--- config.mk ---
export PLATFORM = sky130hd
export DESIGN_NAME = ipi_dispatch
export DESIGN_NICKNAME = d
export VERILOG_FILES = /design/src/rtl/ipi_pkg.sv /design/src/rtl/ipi_datapath.sv /design/src/rtl/ipi_control.sv /design/src/rtl/ipi_dispatch.sv
export SDC_FILE = /design/constraint.sdc
export NUM_CORES = 1
export LEC_CHECK = 0
export BUFFER_PORTS_ARGS = -buffer_cell sky130_fd_sc_hd__buf_2
export CAP_MARGIN = 5
export CELL_PAD_IN_SITES_DETAIL_PLACEMENT = 0
export CELL_PAD_IN_SITES_GLOBAL_PLACEMENT = 1
export CORE_ASPECT_RATIO = 0.7
export CORE_UTILIZATION = 40
export DETAILED_ROUTE_END_ITERATION = 7
export PLACE_DENSITY_LB_ADDON = 0.1
export SETUP_SLACK_MARGIN = 0.3
export SLEW_MARGIN = 20
export SYNTH_ARGS = -nofsm -noshare
export SYNTH_HDL_FRONTEND = slang
export SYNTH_SLANG_ARGS = --single-unit
export TNS_END_PERCENT = 1
--- constraint.sdc ---
create_clock -name clk -period 4.2 [get_ports clk]
set_clock_uncertainty 0.2 [all_clocks]
set_input_delay 0.21 -clock clk [delete_from_list [all_inputs] [get_ports clk]]
set_output_delay 0.21 -clock clk [all_outputs]
set_load 0.03 [all_outputs]
--- src/rtl/ipi_pkg.sv ---
package ipi_pkg;

  typedef enum logic [2:0] {
    DM_FIXED  = 3'b000,
    DM_LOWPRI = 3'b001,
    DM_SMM    = 3'b010,
    DM_RSVD   = 3'b011,
    DM_NMI    = 3'b100,
    DM_INIT   = 3'b101,
    DM_START  = 3'b110,
    DM_EXT    = 3'b111
  } dlvMode_e;

  typedef enum logic [1:0] {
    SH_DEST   = 2'b00,
    SH_SELF   = 2'b01,
    SH_ALL    = 2'b10,
    SH_OTHERS = 2'b11
  } shortHand_e;

  typedef enum logic [1:0] {
    ST_IDLE = 2'd0,
    ST_SEND = 2'd1,
    ST_WAIT = 2'd2
  } ctlState_e;

  typedef struct packed {
    logic load;
    logic tryInc;
  } ctlStrobes_t;

  function automatic logic isDeassert(input logic [2:0] mode, input logic level,
                                      input logic trigger);
    return (mode == DM_INIT) && !level && trigger;
  endfunction

  function automatic logic modeLegal(input logic [2:0] mode, input logic level,
                                     input logic trigger);
    logic ok;
    case (mode)
      DM_FIXED, DM_SMM, DM_NMI, DM_START: ok = 1'b1;
      DM_INIT:                            ok = level || trigger;
      default:                            ok = 1'b0;
    endcase
    return ok;
  endfunction

  function automatic logic [7:0] cleanVector(input logic [2:0] mode, input logic [7:0] vec);
    logic [7:0] res;
    case (mode)
      DM_FIXED, DM_START: res = vec;
      default:            res = 8'h00;
    endcase
    return res;
  endfunction

endpackage

--- src/rtl/ipi_datapath.sv ---
module ipi_datapath
  import ipi_pkg::*;
#(
  parameter int NUM_CPU     = 8,
  parameter int ID_W        = $clog2(NUM_CPU),
  parameter int RETRY_LIMIT = 4
) (
  input  logic               clk,
  input  logic               rstN,
  input  ctlStrobes_t        strb,
  input  logic [2:0]         cmdMode,
  input  logic [7:0]         cmdVector,
  input  logic               cmdLevel,
  input  logic               cmdTrigger,
  input  logic [ID_W-1:0]    cmdDest,
  input  logic [1:0]         cmdShort,
  input  logic [ID_W-1:0]    selfId,
  output logic               cmdLegal,
  output logic               isStartup,
  output logic               tryMax,
  output logic [2:0]         msgMode,
  output logic               msgDeassert,
  output logic [7:0]         msgVector,
  output logic [NUM_CPU-1:0] msgTargets
);

  localparam int CNT_W = $clog2(RETRY_LIMIT + 1);

  logic [NUM_CPU-1:0] destHot, selfHot, allMask, tgtNext;
  logic [CNT_W-1:0]   tryCnt;
  logic               deassertNext;

  for (genvar i = 0; i < NUM_CPU; i++) begin : g_hot
    assign destHot[i] = (cmdDest == ID_W'(i));
    assign selfHot[i] = (selfId == ID_W'(i));
  end

  assign allMask      = '1;
  assign deassertNext = isDeassert(cmdMode, cmdLevel, cmdTrigger);
  assign cmdLegal     = modeLegal(cmdMode, cmdLevel, cmdTrigger);

  always_comb begin
    if (deassertNext) begin
      tgtNext = allMask;
    end else begin
      case (cmdShort)
        SH_DEST: tgtNext = destHot;
        SH_SELF: tgtNext = selfHot;
        SH_ALL:  tgtNext = allMask;
        default: tgtNext = allMask & ~selfHot;
      endcase
    end
  end

  always_ff @(posedge clk or negedge rstN) begin
    if (!rstN) begin
      msgMode     <= 3'b000;
      msgDeassert <= 1'b0;
      msgVector   <= 8'h00;
      msgTargets  <= '0;
    end else if (strb.load) begin
      msgMode     <= cmdMode;
      msgDeassert <= deassertNext;
      msgVector   <= cleanVector(cmdMode, cmdVector);
      msgTargets  <= tgtNext;
    end
  end

  always_ff @(posedge clk or negedge rstN) begin
    if (!rstN) begin
      tryCnt <= '0;
    end else if (strb.load) begin
      tryCnt <= '0;
    end else if (strb.tryInc) begin
      tryCnt <= tryCnt + 1'b1;
    end
  end

  assign tryMax    = (tryCnt == CNT_W'(RETRY_LIMIT));
  assign isStartup = (msgMode == DM_START);

endmodule

--- src/rtl/ipi_control.sv ---
module ipi_control
  import ipi_pkg::*;
(
  input  logic        clk,
  input  logic        rstN,
  input  logic        cmdWr,
  input  logic        cmdLegal,
  input  logic        isStartup,
  input  logic        tryMax,
  input  logic        msgReady,
  input  logic        rspValid,
  input  logic        rspAccept,
  output ctlStrobes_t strb,
  output logic        msgValid,
  output logic        busy,
  output logic        errMode,
  output logic        failed,
  output logic        overrun
);

  ctlState_e state;
  logic      giveUp;

  assign giveUp = isStartup || tryMax;

  always_comb begin
    strb.load   = (state == ST_IDLE) && cmdWr && cmdLegal;
    strb.tryInc = (state == ST_WAIT) && rspValid && !rspAccept && !giveUp;
  end

  always_ff @(posedge clk or negedge rstN) begin
    if (!rstN) begin
      state   <= ST_IDLE;
      errMode <= 1'b0;
      failed  <= 1'b0;
      overrun <= 1'b0;
    end else begin
      case (state)
        ST_IDLE: begin
          if (cmdWr) begin
            overrun <= 1'b0;
            failed  <= 1'b0;
            errMode <= !cmdLegal;
            if (cmdLegal) state <= ST_SEND;
          end
        end
        ST_SEND: begin
          if (cmdWr) overrun <= 1'b1;
          if (msgReady) state <= ST_WAIT;
        end
        ST_WAIT: begin
          if (cmdWr) overrun <= 1'b1;
          if (rspValid) begin
            if (rspAccept) begin
              state <= ST_IDLE;
            end else if (giveUp) begin
              state  <= ST_IDLE;
              failed <= 1'b1;
            end else begin
              state <= ST_SEND;
            end
          end
        end
        default: state <= ST_IDLE;
      endcase
    end
  end

  assign msgValid = (state == ST_SEND);
  assign busy     = (state != ST_IDLE);

endmodule

--- src/rtl/ipi_dispatch.sv ---
module ipi_dispatch
  import ipi_pkg::*;
#(
  parameter int NUM_CPU     = 8,
  parameter int ID_W        = $clog2(NUM_CPU),
  parameter int RETRY_LIMIT = 4
) (
  input  logic               clk,
  input  logic               rstN,
  input  logic               cmdWr,
  input  logic [2:0]         cmdMode,
  input  logic [7:0]         cmdVector,
  input  logic               cmdLevel,
  input  logic               cmdTrigger,
  input  logic [ID_W-1:0]    cmdDest,
  input  logic [1:0]         cmdShort,
  input  logic [ID_W-1:0]    selfId,
  output logic               msgValid,
  input  logic               msgReady,
  output logic [2:0]         msgMode,
  output logic               msgDeassert,
  output logic [7:0]         msgVector,
  output logic [NUM_CPU-1:0] msgTargets,
  input  logic               rspValid,
  input  logic               rspAccept,
  output logic               busy,
  output logic               errMode,
  output logic               failed,
  output logic               overrun
);

  ctlStrobes_t strb;
  logic        cmdLegal, isStartup, tryMax;

  ipi_datapath #(
    .NUM_CPU(NUM_CPU), .ID_W(ID_W), .RETRY_LIMIT(RETRY_LIMIT)
  ) dp (
    .clk(clk), .rstN(rstN), .strb(strb),
    .cmdMode(cmdMode), .cmdVector(cmdVector), .cmdLevel(cmdLevel),
    .cmdTrigger(cmdTrigger), .cmdDest(cmdDest), .cmdShort(cmdShort),
    .selfId(selfId), .cmdLegal(cmdLegal), .isStartup(isStartup),
    .tryMax(tryMax), .msgMode(msgMode), .msgDeassert(msgDeassert),
    .msgVector(msgVector), .msgTargets(msgTargets)
  );

  ipi_control ctl (
    .clk(clk), .rstN(rstN), .cmdWr(cmdWr), .cmdLegal(cmdLegal),
    .isStartup(isStartup), .tryMax(tryMax), .msgReady(msgReady),
    .rspValid(rspValid), .rspAccept(rspAccept), .strb(strb),
    .msgValid(msgValid), .busy(busy), .errMode(errMode),
    .failed(failed), .overrun(overrun)
  );

endmodule

==> metrics.md <==
| Metric | Value |
|---|---|
| CP endpoint | dp.msgMode[2]$_DFFE_PN0P_ |
| Total power | 1.37 mW |
| Compound-Gate Fraction of Synth Area | 0.141 |
| CTS Buf Count | 3 |
| Mux cell area share after synthesis | 0.111 |
| H-tree Lvls | 1 |
| Critical path endpoint category | register |
| Average size of a mapped cell | 10.2 µm² |
| Syn. warnings | 0 |
| Synth cell types | 37 |
| Die width | 77.0 µm |
| Largest net degree at the start of global routing | 29 |
| CTS Root Cell | clkbuf_8 |
| Share of layout cells above drive strength 1 | 0.266 |
| Post-DP HPWL | 2640 µm |
| Area delta synth->final | 28.1% |
| Residual DRC | 0 |
| Hold Path Class | in -> reg |
| Mapped Cells | 154 |
| Fill count | 341 |
| Critical R2R Launch | ctl.state[1]$_DFFE_PN0P_ |
| Sink Count | 28 |
| Leakage | 0.971 nW |
| Largest family of logic cells by synthesized area | simple AND/OR/NAND/NOR gates |
| Status | completed |
| Most common cell after layout, fill and taps aside | buf_2 |
| Vias after detailed routing | 1335 |
| Core area | 0.00365 mm² |
| Io pins | 52 |
| TNS Setup | 0 ps |
| Final Max Tran Viols | 0 |
| CP Max Fanout | 23 |
| Ys flop type | dfrtp_1 |
| Pre-antenna DRT Iters | 4 |
| Worst Path Arrival | 2540 ps |
| Number of enable flip-flop cells after synthesis | 0 |
| Post-synthesis adder-cell area fraction | 0.0556 |
| Port Buffers | 51 |
| DRT iter0 DRCs | 92 |
| Gpl congestion | 0.803 |
| Total global-route track usage | 0.177 |
| Setup CP Type | reg -> reg |
| Most frequent cells in the layout | 51 x buf_2, 28 x dfrtp_1, 17 x inv_1 |
| Hold slack | 22.0 ps |
| Min Tclk post-route | 2570 ps |
| DR top layer | met4 |
| Die footprint | 0.00420 mm² |
| Worst-path clk slew | 100 ps |
| Fin crit share | 0.612 |
| Simple-gate area share of the yosys netlist | 0.145 |
| Post-Route WL | 3530 µm |
| Yosys reg bits | 28 |
| XOR/XNOR share of the synthesized area | 0.0334 |
| Post-synthesis sequential area ratio | 0.445 |
| Final nets | 249 |
| Hold Vio Cnt, Final | 0 |
| Reg-to-reg endpoint | dp.msgMode[2]$_DFFE_PN0P_ |
| Longest Clk Path Bufs | 2 |
| CP startpoint | ctl.state[1]$_DFFE_PN0P_ |
| RSZ-0062 raised after global routing | no |
| Worst vdd ir | 296 µV |
| Met1 WL | 1750 µm |
| Postcts setup bufs | 0 |
| Diode count | 0 |
| Fraction of registers with async set or reset after synthesis | 1.00 |
| Least-Margin Pin Slew | 956 ps |
| Fmax | 389 MHz |
| Rel. slew slack | 0.362 |
| Vias in the first global route | 1199 |
| Met2 wire len | 1550 µm |
| R2R depth | 5 |
| Initial core utilization | 0.432 |
| DR vias/cell | 5.06 |
| Critical Path RT | 4170 ps |
| First-pass GRT wire length | 5550 µm |
| Post-Syn Nets | 188 |
| # rows | 18 |
| Final setup fails | 0 |
| MaxCap Viol Count | 0 |
| Gr ovfl total | 0 |
| Cts repair resizes | 0 |
| Crit path launch type | register |
| Clock insertion delay at the later pin of the skew report | 270 ps |
| Die height | 54.5 µm |
| Flop-to-flop setup slack | 1630 ps |
| WL met3 | 217 µm |
| Initial antenna violation count | 0 |
| Wire length per cell | 13.4 µm |
| Mapped cell area | 0.00158 mm² |
| CTS tree | yes |
| Antenna Nets Post-Route | 0 |
| Pwr per Cell Area | 677 mW/mm² |
[flip-flops by register name, summed over array words and instances (netlist names)]
name	flops
dp.msgVector	8
ctl.failed	1
ctl.errMode	1
dp.msgTargets	8
dp.tryCnt	3
ctl.overrun	1
dp.msgDeassert	1
dp.msgMode	3
ctl.state	2
[power by group]
part	internal, mW	switching [mW]
clock network	0.128	0.0858
logic	0.240	0.440
registers	0.393	0.0793
total	0.760	0.605
[cell families (layout without fill, tap and decap cells)]
logic type	after synthesis	in the layout
simple gates	44	44
compound gates	30	30
flops	28	28
buf+inv	22	82
mux	17	17
fa+ha+maj	7	7
xor+xnor	6	6
[cell usage after synthesis, types with 2 or more instances]
cell / instances / area, µm²
a21oi_1: 7 / 35.0
a31oi_1: 2 / 12.5
buf_6: 3 / 33.8
dfrtp_1: 28 / 701
ha_1: 7 / 87.6
inv_1: 17 / 63.8
mux2_1: 2 / 22.5
mux2_2: 2 / 22.5
mux2i_1: 13 / 130
nand2_1: 15 / 56.3
nand3_1: 4 / 20.0
nand3b_1: 3 / 22.5
nand4_1: 2 / 12.5
nand4b_1: 2 / 17.5
nor2_1: 8 / 30.0
nor2b_1: 2 / 12.5
nor3_1: 2 / 10.0
nor3b_1: 3 / 22.5
o211a_1: 3 / 30.0
o21ai_1: 2 / 10.0
o22a_1: 6 / 52.6
o311ai_0: 2 / 17.5
xnor2_1: 3 / 26.3
xor2_1: 3 / 26.3
[final cells by class]
| class | count | area (µm²) | share of cell area |
|---|---|---|---|
| timing repair buffer | 61 | 355 | 0.176 |
| sequential | 28 | 701 | 0.347 |
| clock buffer | 3 | 41.3 | 0.0205 |
| tap | 50 | 62.6 | 0.0310 |
| multi-input combinational | 104 | 764 | 0.379 |
| clock inverter | 1 | 30.0 | 0.0149 |
| inverter | 17 | 63.8 | 0.0316 |
[stage by stage]
stage,setup slack (ps),utilization,instance area (µm²),cells
2_1_floorplan,2380,-,1580,154
3_3_place_gp,1760,0.506,1850,250
3_5_place_dp,1630,0.506,1850,250
4_1_cts,1620,0.553,2020,264
5_1_grt,1440,0.553,2020,264
6_report,1630,0.553,2020,264
[critical path, stage by stage (launching register included)]
cell and delay [ps]:
dfrtp_1 430, inv_1 120, ha_1 230, nand2_1 180
and2b_1 870, mux2_2 410
[how the worst min path moves through the flow]
stage,endpoint,slack (ps),cells after the start,start
detailed placement,ctl.state[0]$_DFFE_PN0P_,80,1,rstN
global route,dp.msgMode[1]$_DFFE_PN0P_,10,2,cmdMode[1]
global placement,ctl.state[0]$_DFFE_PN0P_,60,1,rstN
CTS,dp.msgMode[1]$_DFFE_PN0P_,20,2,cmdMode[1]
floorplan,ctl.errMode$_DFFE_PN0P_,-290,0,rstN
finish,dp.msgMode[1]$_DFFE_PN0P_,20,2,cmdMode[1]
[metal layers]
| layer | vias up | track usage |
|---|---|---|
| li1 | 662 | - |
| met1 | 625 | 0.234 |
| met2 | 44 | 0.301 |
| met3 | 4 | 0.0500 |
| met4 | 0 | 0.0252 |
| met5 | - | 0 |
[timing repair]
item | 4_1_cts | 5_1_grt
setup endpoints to repair | 0 | 0
endpoints found under the hold margin | 37 | 0
hold buffers | 10 | 0
Power figures use the tool's default switching activity.
